[src/rtl/wrpost_pkg.sv]
package wrpost_pkg;

   typedef enum logic [1:0] {
      REQ_IDLE  = 2'd0,
      REQ_WRITE = 2'd1,
      REQ_BCAST = 2'd2,
      REQ_READ  = 2'd3
   } req_kind_e;

   // Sort a host request into its kind; the broadcast bit only matters on writes.
   function automatic req_kind_e classify_req(input logic req, input logic we, input logic bc);
      if (!req)     return REQ_IDLE;
      else if (!we) return REQ_READ;
      else if (bc)  return REQ_BCAST;
      else          return REQ_WRITE;
   endfunction

endpackage

[src/rtl/wrpost_fifo.sv]
module wrpost_fifo #(
   parameter int DEPTH = 4,
   parameter int W     = 48
) (
   input  logic         clk,
   input  logic         rst_n,
   input  logic         push,
   input  logic [W-1:0] din,
   input  logic         pop,
   output logic [W-1:0] dout,
   output logic         full,
   output logic         empty
);
   localparam int PW   = $clog2(DEPTH);
   localparam int CNTW = $clog2(DEPTH + 1);

   if (DEPTH < 2) begin : g_bad_depth
      $error("wrpost_fifo: DEPTH must be at least 2");
   end
   if (W < 1) begin : g_bad_width
      $error("wrpost_fifo: W must be positive");
   end

   logic [W-1:0]    slot_q [DEPTH];
   logic [PW-1:0]   wr_q, rd_q, wr_nx, rd_nx;
   logic [CNTW-1:0] cnt_q;

   if ((1 << PW) == DEPTH) begin : g_pow2
      assign wr_nx = wr_q + PW'(1);
      assign rd_nx = rd_q + PW'(1);
   end else begin : g_wrap
      assign wr_nx = (wr_q == PW'(DEPTH - 1)) ? '0 : wr_q + PW'(1);
      assign rd_nx = (rd_q == PW'(DEPTH - 1)) ? '0 : rd_q + PW'(1);
   end

   always_ff @(posedge clk or negedge rst_n) begin
      if (!rst_n) begin
         wr_q  <= '0;
         rd_q  <= '0;
         cnt_q <= '0;
      end else begin
         if (push) wr_q <= wr_nx;
         if (pop)  rd_q <= rd_nx;
         case ({push, pop})
            2'b10:   cnt_q <= cnt_q + CNTW'(1);
            2'b01:   cnt_q <= cnt_q - CNTW'(1);
            default: cnt_q <= cnt_q;
         endcase
      end
   end

   always_ff @(posedge clk) begin
      if (push) slot_q[wr_q] <= din;
   end

   assign dout  = slot_q[rd_q];
   assign full  = (cnt_q == CNTW'(DEPTH));
   assign empty = (cnt_q == '0);


   no_overflow_chk: assert property (@(posedge clk) disable iff (!rst_n) push |-> !full)
      else $error("queue pushed while full");

   no_underflow_chk: assert property (@(posedge clk) disable iff (!rst_n) pop |-> !empty)
      else $error("queue popped while empty");

endmodule

[src/rtl/wrpost_ctrl_reg.sv]
module wrpost_ctrl_reg #(
   parameter int          CW   = 8,
   parameter logic [CW-1:0] RSTV = '0
) (
   input  logic          clk,
   input  logic          rst_n,
   input  logic          wr_en,
   input  logic [CW-1:0] wdata,
   input  logic          ovf_set,
   output logic [CW-1:0] ctrl_q,
   output logic          ovf_q
);
   if (CW < 1) begin : g_bad_cw
      $error("wrpost_ctrl_reg: CW must be positive");
   end

   always_ff @(posedge clk or negedge rst_n) begin
      if (!rst_n) begin
         ctrl_q <= RSTV;
         ovf_q  <= 1'b0;
      end else begin
         if (wr_en) ctrl_q <= wdata;
         // A new loss in the same cycle as a clear is kept.
         if (ovf_set)    ovf_q <= 1'b1;
         else if (wr_en) ovf_q <= 1'b0;
      end
   end


   ctrl_bypass_chk: assert property (@(posedge clk) disable iff (!rst_n)
      wr_en |=> (ctrl_q == $past(wdata)))
      else $error("register write not applied next cycle");

   ovf_sticky_chk: assert property (@(posedge clk) disable iff (!rst_n)
      (ovf_q && !wr_en) |=> ovf_q)
      else $error("overflow flag lost without a register write");

endmodule

[src/rtl/wrpost_buffer.sv]
module wrpost_buffer #(
   parameter int            AW       = 16,
   parameter int            DW       = 32,
   parameter int            DEPTH    = 4,
   parameter int            CW       = 8,
   parameter logic [CW-1:0] CTRL_RST = 8'h5A
) (
   input  logic          clk,
   input  logic          rst_n,
   input  logic          host_req,
   input  logic          host_we,
   input  logic          host_bcast,
   input  logic [AW-1:0] host_addr,
   input  logic [DW-1:0] host_wdata,
   output logic          host_ack,
   output logic          host_stall,
   input  logic          reg_wr,
   input  logic [CW-1:0] reg_wdata,
   output logic [CW-1:0] ctrl_value,
   output logic          ovf_flag,
   output logic          mem_wvalid,
   output logic [AW-1:0] mem_waddr,
   output logic [DW-1:0] mem_wdata,
   input  logic          mem_wack
);
   import wrpost_pkg::*;

   localparam int EW = AW + DW;

   if (AW < 1 || DW < 1) begin : g_bad_bus
      $error("wrpost_buffer: AW and DW must be positive");
   end
   if (DEPTH < 2) begin : g_bad_depth
      $error("wrpost_buffer: DEPTH must be at least 2");
   end

   req_kind_e     kind;
   logic          q_full, q_empty;
   logic          wr_take, bc_take, bc_drop, rd_done;
   logic          q_push, q_pop;
   logic [EW-1:0] q_head;

   assign kind    = classify_req(host_req, host_we, host_bcast);
   assign wr_take = (kind == REQ_WRITE) && !q_full;
   assign bc_take = (kind == REQ_BCAST) && !q_full;
   assign bc_drop = (kind == REQ_BCAST) &&  q_full;
   assign rd_done = (kind == REQ_READ)  &&  q_empty;

   assign q_push     = wr_take || bc_take;
   assign q_pop      = mem_wvalid && mem_wack;
   assign host_ack   = wr_take || rd_done;
   assign host_stall = (kind == REQ_READ) && !q_empty;

   wrpost_fifo #(.DEPTH(DEPTH), .W(EW)) u_queue (
      .clk   (clk),
      .rst_n (rst_n),
      .push  (q_push),
      .din   ({host_addr, host_wdata}),
      .pop   (q_pop),
      .dout  (q_head),
      .full  (q_full),
      .empty (q_empty)
   );

   assign mem_wvalid = !q_empty;
   assign mem_waddr  = q_head[DW +: AW];
   assign mem_wdata  = q_head[DW-1:0];

   wrpost_ctrl_reg #(.CW(CW), .RSTV(CTRL_RST)) u_regs (
      .clk     (clk),
      .rst_n   (rst_n),
      .wr_en   (reg_wr),
      .wdata   (reg_wdata),
      .ovf_set (bc_drop),
      .ctrl_q  (ctrl_value),
      .ovf_q   (ovf_flag)
   );


   post_visible_chk: assert property (@(posedge clk) disable iff (!rst_n)
      (host_ack && host_we) |=> mem_wvalid)
      else $error("acknowledged write not presented to memory");

   head_hold_chk: assert property (@(posedge clk) disable iff (!rst_n)
      (mem_wvalid && !mem_wack) |=> (mem_wvalid && $stable(mem_waddr) && $stable(mem_wdata)))
      else $error("memory write changed before acknowledge");

   bcast_no_ack_chk: assert property (@(posedge clk) disable iff (!rst_n)
      (host_req && host_we && host_bcast) |-> !host_ack)
      else $error("broadcast write acknowledged");

   drop_flag_chk: assert property (@(posedge clk) disable iff (!rst_n)
      bc_drop |=> ovf_flag)
      else $error("dropped broadcast did not raise flag");

   read_coherent_chk: assert property (@(posedge clk) disable iff (!rst_n)
      (host_ack && !host_we) |-> !mem_wvalid)
      else $error("read completed with writes outstanding");

   stall_excl_chk: assert property (@(posedge clk) disable iff (!rst_n)
      !(host_stall && host_ack))
      else $error("stall and acknowledge together");

endmodule

[config.mk]
export PLATFORM = sky130hd
export DESIGN_NAME = wrpost_buffer
export DESIGN_NICKNAME = d
export VERILOG_FILES = /design/src/rtl/wrpost_pkg.sv /design/src/rtl/wrpost_fifo.sv /design/src/rtl/wrpost_ctrl_reg.sv /design/src/rtl/wrpost_buffer.sv
export SDC_FILE = /design/constraint.sdc
export NUM_CORES = 1
export LEC_CHECK = 0
export ABC_CLOCK_PERIOD_IN_PS = 5070
export BUFFER_PORTS_ARGS = -buffer_cell sky130_fd_sc_hd__clkbuf_2
export CAP_MARGIN = 20
export CORE_MARGIN = 5
export CORE_UTILIZATION = 30
export CTS_BUF_LIST = sky130_fd_sc_hd__clkbuf_8
export CTS_CLUSTER_DIAMETER = 100
export CTS_CLUSTER_SIZE = 16
export DETAILED_ROUTE_END_ITERATION = 16
export GPL_TIMING_DRIVEN = 0
export PLACE_DENSITY_LB_ADDON = 0.12
export SETUP_SLACK_MARGIN = 0.5
export SLEW_MARGIN = 15
export SYNTH_ARGS = -nofsm -noshare
export SYNTH_HDL_FRONTEND = slang
export SYNTH_HIERARCHICAL = 1
export SYNTH_SLANG_ARGS = --single-unit
[constraint.sdc]
create_clock -name clk -period 5.07 [get_ports clk]
set_input_delay 0.2535 -clock clk [delete_from_list [all_inputs] [get_ports clk]]
set_output_delay 0.2535 -clock clk [all_outputs]
set_load 0.03 [all_outputs]
==> results_dict.tcl <==
set metrics [dict create \
    status "complete, no violations" \
    die_h_um 171 \
    dieArea_um2 29400 \
    clock-skew-final_ps 8.58 \
    root_buffer "clkbuf_8" \
    drc 0 \
    nNetsFinal 587 \
    hpwl_mm 9.73 \
    nFillCells 2445 \
    hold_class "in -> reg" \
    arrival_ps 2140 \
    cts_tree "built" \
    avgSynthCellArea_um2 24.6 \
    crit_type "reg -> out" \
    vias_per_cell 4.39 \
    antenna_found_initial 0 \
    areaGrowthSynthToFinish_pct 24.8 \
    ctsHtreeMaxLevel 1 \
    synth_top_cell_by_area "edfxtp_1" \
    setup_violations 0 \
    grt_pass1_wl_mm 24.6 \
    rows 59 \
    tightestPinTransition_ps 562 \
    powerDensity_nw_per_um2 494 \
    p_comb_share_pct 38.9 \
    startpoint_type "flip-flop" \
    synth_edf_count 192 \
    cts_setup_buffers 0 \
    crit_path_end_kind "output pin" \
    synthFlopType "edfxtp_1" \
    synth.distinct_cells 25 \
    synth_top_cell_area_share_pct 73.8 \
    slew_headroom_pct 62.4 \
    crit_end "mem_wdata[18]" \
    grt_max_degree 29 \
    r2r-end "u_queue/slot_q[0][6]$_DFFE_PP_" \
    cts_resized 0 \
    finalPower_mw 4.82 \
    ys_seq_elements 208 \
    reg2reg_slack_ps 2750 \
    totalWireLength_mm 16.0 \
    cts_buffers 16 \
    max_freq_ghz 0.418 \
    finalCritPeriodShare_pct 47.1 \
    synth_top_family_by_area "multiplexers" \
    switching_share_pct 35.0 \
    seqCellArea_um2 6170 \
    cp-startpoint "u_queue/rd_q[1]$_DFFE_PN0P_" \
    overflow 0 \
    tns_ps 0 \
    via_count 3761 \
    boundaryPins 123 \
    drv_slew 0 \
    ys_seq_area_share_pct 79.0 \
    netlist_area_um2 7810 \
    synthSimpleGateAreaFrac_pct 1.27 \
    post-synth-top-count-cell "edfxtp_1" \
    synthCells 318 \
    multi_input_comb_area_um2 1470 \
    drive_above_1_share_pct 42.0 \
    clk_path_buf_depth 3 \
    cts_sinks 208 \
    diodes 0 \
    peakVddDrop_mv 0.228 \
    rr_startpoint "u_queue/cnt_q[1]$_DFFE_PN0P_" \
    first_pass_iters 4 \
    gp_congestion 0.672 \
    drt_iter0_drc 136 \
    r2r_cells 5 \
    synth_compound_area_share_pct 0.320 \
    synthXorXnorAreaFrac_pct 0.673 \
    fin_util_pct 37.7 \
    wl_per_cell_um 18.7 \
    yosysWarnings 6 \
    clk_latency_ps 500 \
    p_switching_mw 1.69 \
    critPathRequiredTime_ps 4820 \
    portBuffers 121 \
    power.share.clock_pct 16.7 \
    synth_nets 387 \
    hold_viol 0 \
    fin_crit_ps 2390 \
    cap_violations 0 \
    worst_hold_slack_ps 64.0 \
    grt_setup_unrepaired "false" \
    ant_nets 0 \
    die_x_um 171 \
    synthArstFlopShare_pct 7.69 \
    ys_top_cells_by_count "edfxtp_1 (192), mux4_2 (48), dfrtp_1 (12)" \
    worstPathMaxFanout 10 \
    p_int_mw 3.13 \
    synth_area_leaders "edfxtp_1 (74%), mux4_2 (14%), dfrtp_1 (3.8%)" \
    coreArea_um2 25800 \
    p_leak_nw 3.47 \
    clk_pin_slew_ps 100 \
    track_usage_pct 11.0 \
    synth_adder_area_share_pct 1.06 \
    muxShareOfSynthArea_pct 15.4 \
    p_seq_share_pct 44.4 \
    grt_pass1_vias 4256 \
    start_util_pct 30.2 \
]
[layer usage]
metal  share of wire, %  up-vias  global-route usage (%)
met3                6.0       16                    2.83
li1                   -     1699                       -
met5                  0        -                       0
met4                1.8        0                    2.34
met2                 50      106                    19.0
met1                 42     1940                    14.0
[flip-flops by register name, indices dropped and copies added, names as in the netlist]
| register | flops |
|---|---|
| u_regs/ovf_q | 1 |
| u_queue/cnt_q | 3 |
| u_queue/wr_q | 2 |
| u_regs/ctrl_q | 8 |
| u_queue/rd_q | 2 |
| u_queue/slot_q | 192 |
[worst max-delay path, cell delays in order, from the launching register on]
cell and delay [ps]:
dfrtp_1 450, buf_2 340, buf_4 290, mux4_2 330, clkbuf_2 210
[per-stage QoR]
stage               area (µm²)  worst slack [ps]  cells
detailed placement        8930              2740    778
global placement          8840              1200    774
floorplan                 7810              2550    318
CTS                       9750              2580    857
finish                    9750              2680    857
global route              9750              2530    857
[timing repair]
item                       CTS  global route
setup endpoints to repair    0             0
hold buffers                57             0
hold endpoints to repair   216             0
[logic make-up (layout without fill, tap and decap cells)]
family	after synthesis	in the layout
fa+ha+maj	6	6
xor+xnor	6	6
buf+inv	20	224
flops	208	208
compound gates	4	4
simple gates	18	18
mux	56	56
[layout by cell type, fill, tap and decap left out, drive strengths merged, types with 2 or more instances in the layout]
| cell type | n |
|---|---|
| dfrtp | 12 |
| clkbuf | 138 |
| nor3b | 2 |
| nand2 | 5 |
| ha | 5 |
| xnor2 | 2 |
| inv | 13 |
| dfstp | 4 |
| edfxtp | 192 |
| mux4 | 48 |
| nor2b | 2 |
| nor2 | 3 |
| mux2 | 8 |
| buf | 16 |
| o21ai | 2 |
| xor2 | 4 |
| dlygate4sd3 | 57 |
| and2 | 4 |
[power groups by stage]
| stage | clock [mW] | sequential [mW] | combinational [mW] |
|---|---|---|---|
| 2_1_floorplan | 0 | 2.18 | 1.34 |
| 3_3_place_gp | 0 | 2.19 | 1.87 |
| 3_5_place_dp | 0 | 2.18 | 1.91 |
| 4_1_cts | 0.865 | 2.14 | 1.95 |
| 5_1_grt | 0.930 | 2.16 | 2.03 |
| 6_report | 0.803 | 2.14 | 1.88 |
[worst min-delay path by stage]
stage | depth (start not counted) | slack (ps) | startpoint | endpoint
after floorplan | 0 | -40 | rst_n | u_queue/cnt_q[0]$_DFFE_PN0P_
after global placement | 1 | 200 | rst_n | u_queue/cnt_q[2]$_DFFE_PN0P_
after detailed placement | 1 | 220 | rst_n | u_queue/cnt_q[2]$_DFFE_PN0P_
after CTS | 3 | 10 | reg_wr | u_regs/ovf_q$_DFFE_PN0P_
after global routing | 3 | 40 | reg_wr | u_regs/ovf_q$_DFFE_PN0P_
final | 3 | 60 | reg_wr | u_regs/ovf_q$_DFFE_PN0P_
[area by class of cell]
class	instances	share of cell area, %
buffer	12	1.54
clock buffer	17	2.40
clock inverter	5	0.193
inverter	8	0.308
multi-input combinational	90	15.1
sequential	208	63.3
tap	335	4.30
timing repair buffer	182	12.9
Power figures use the tool's default switching activity.
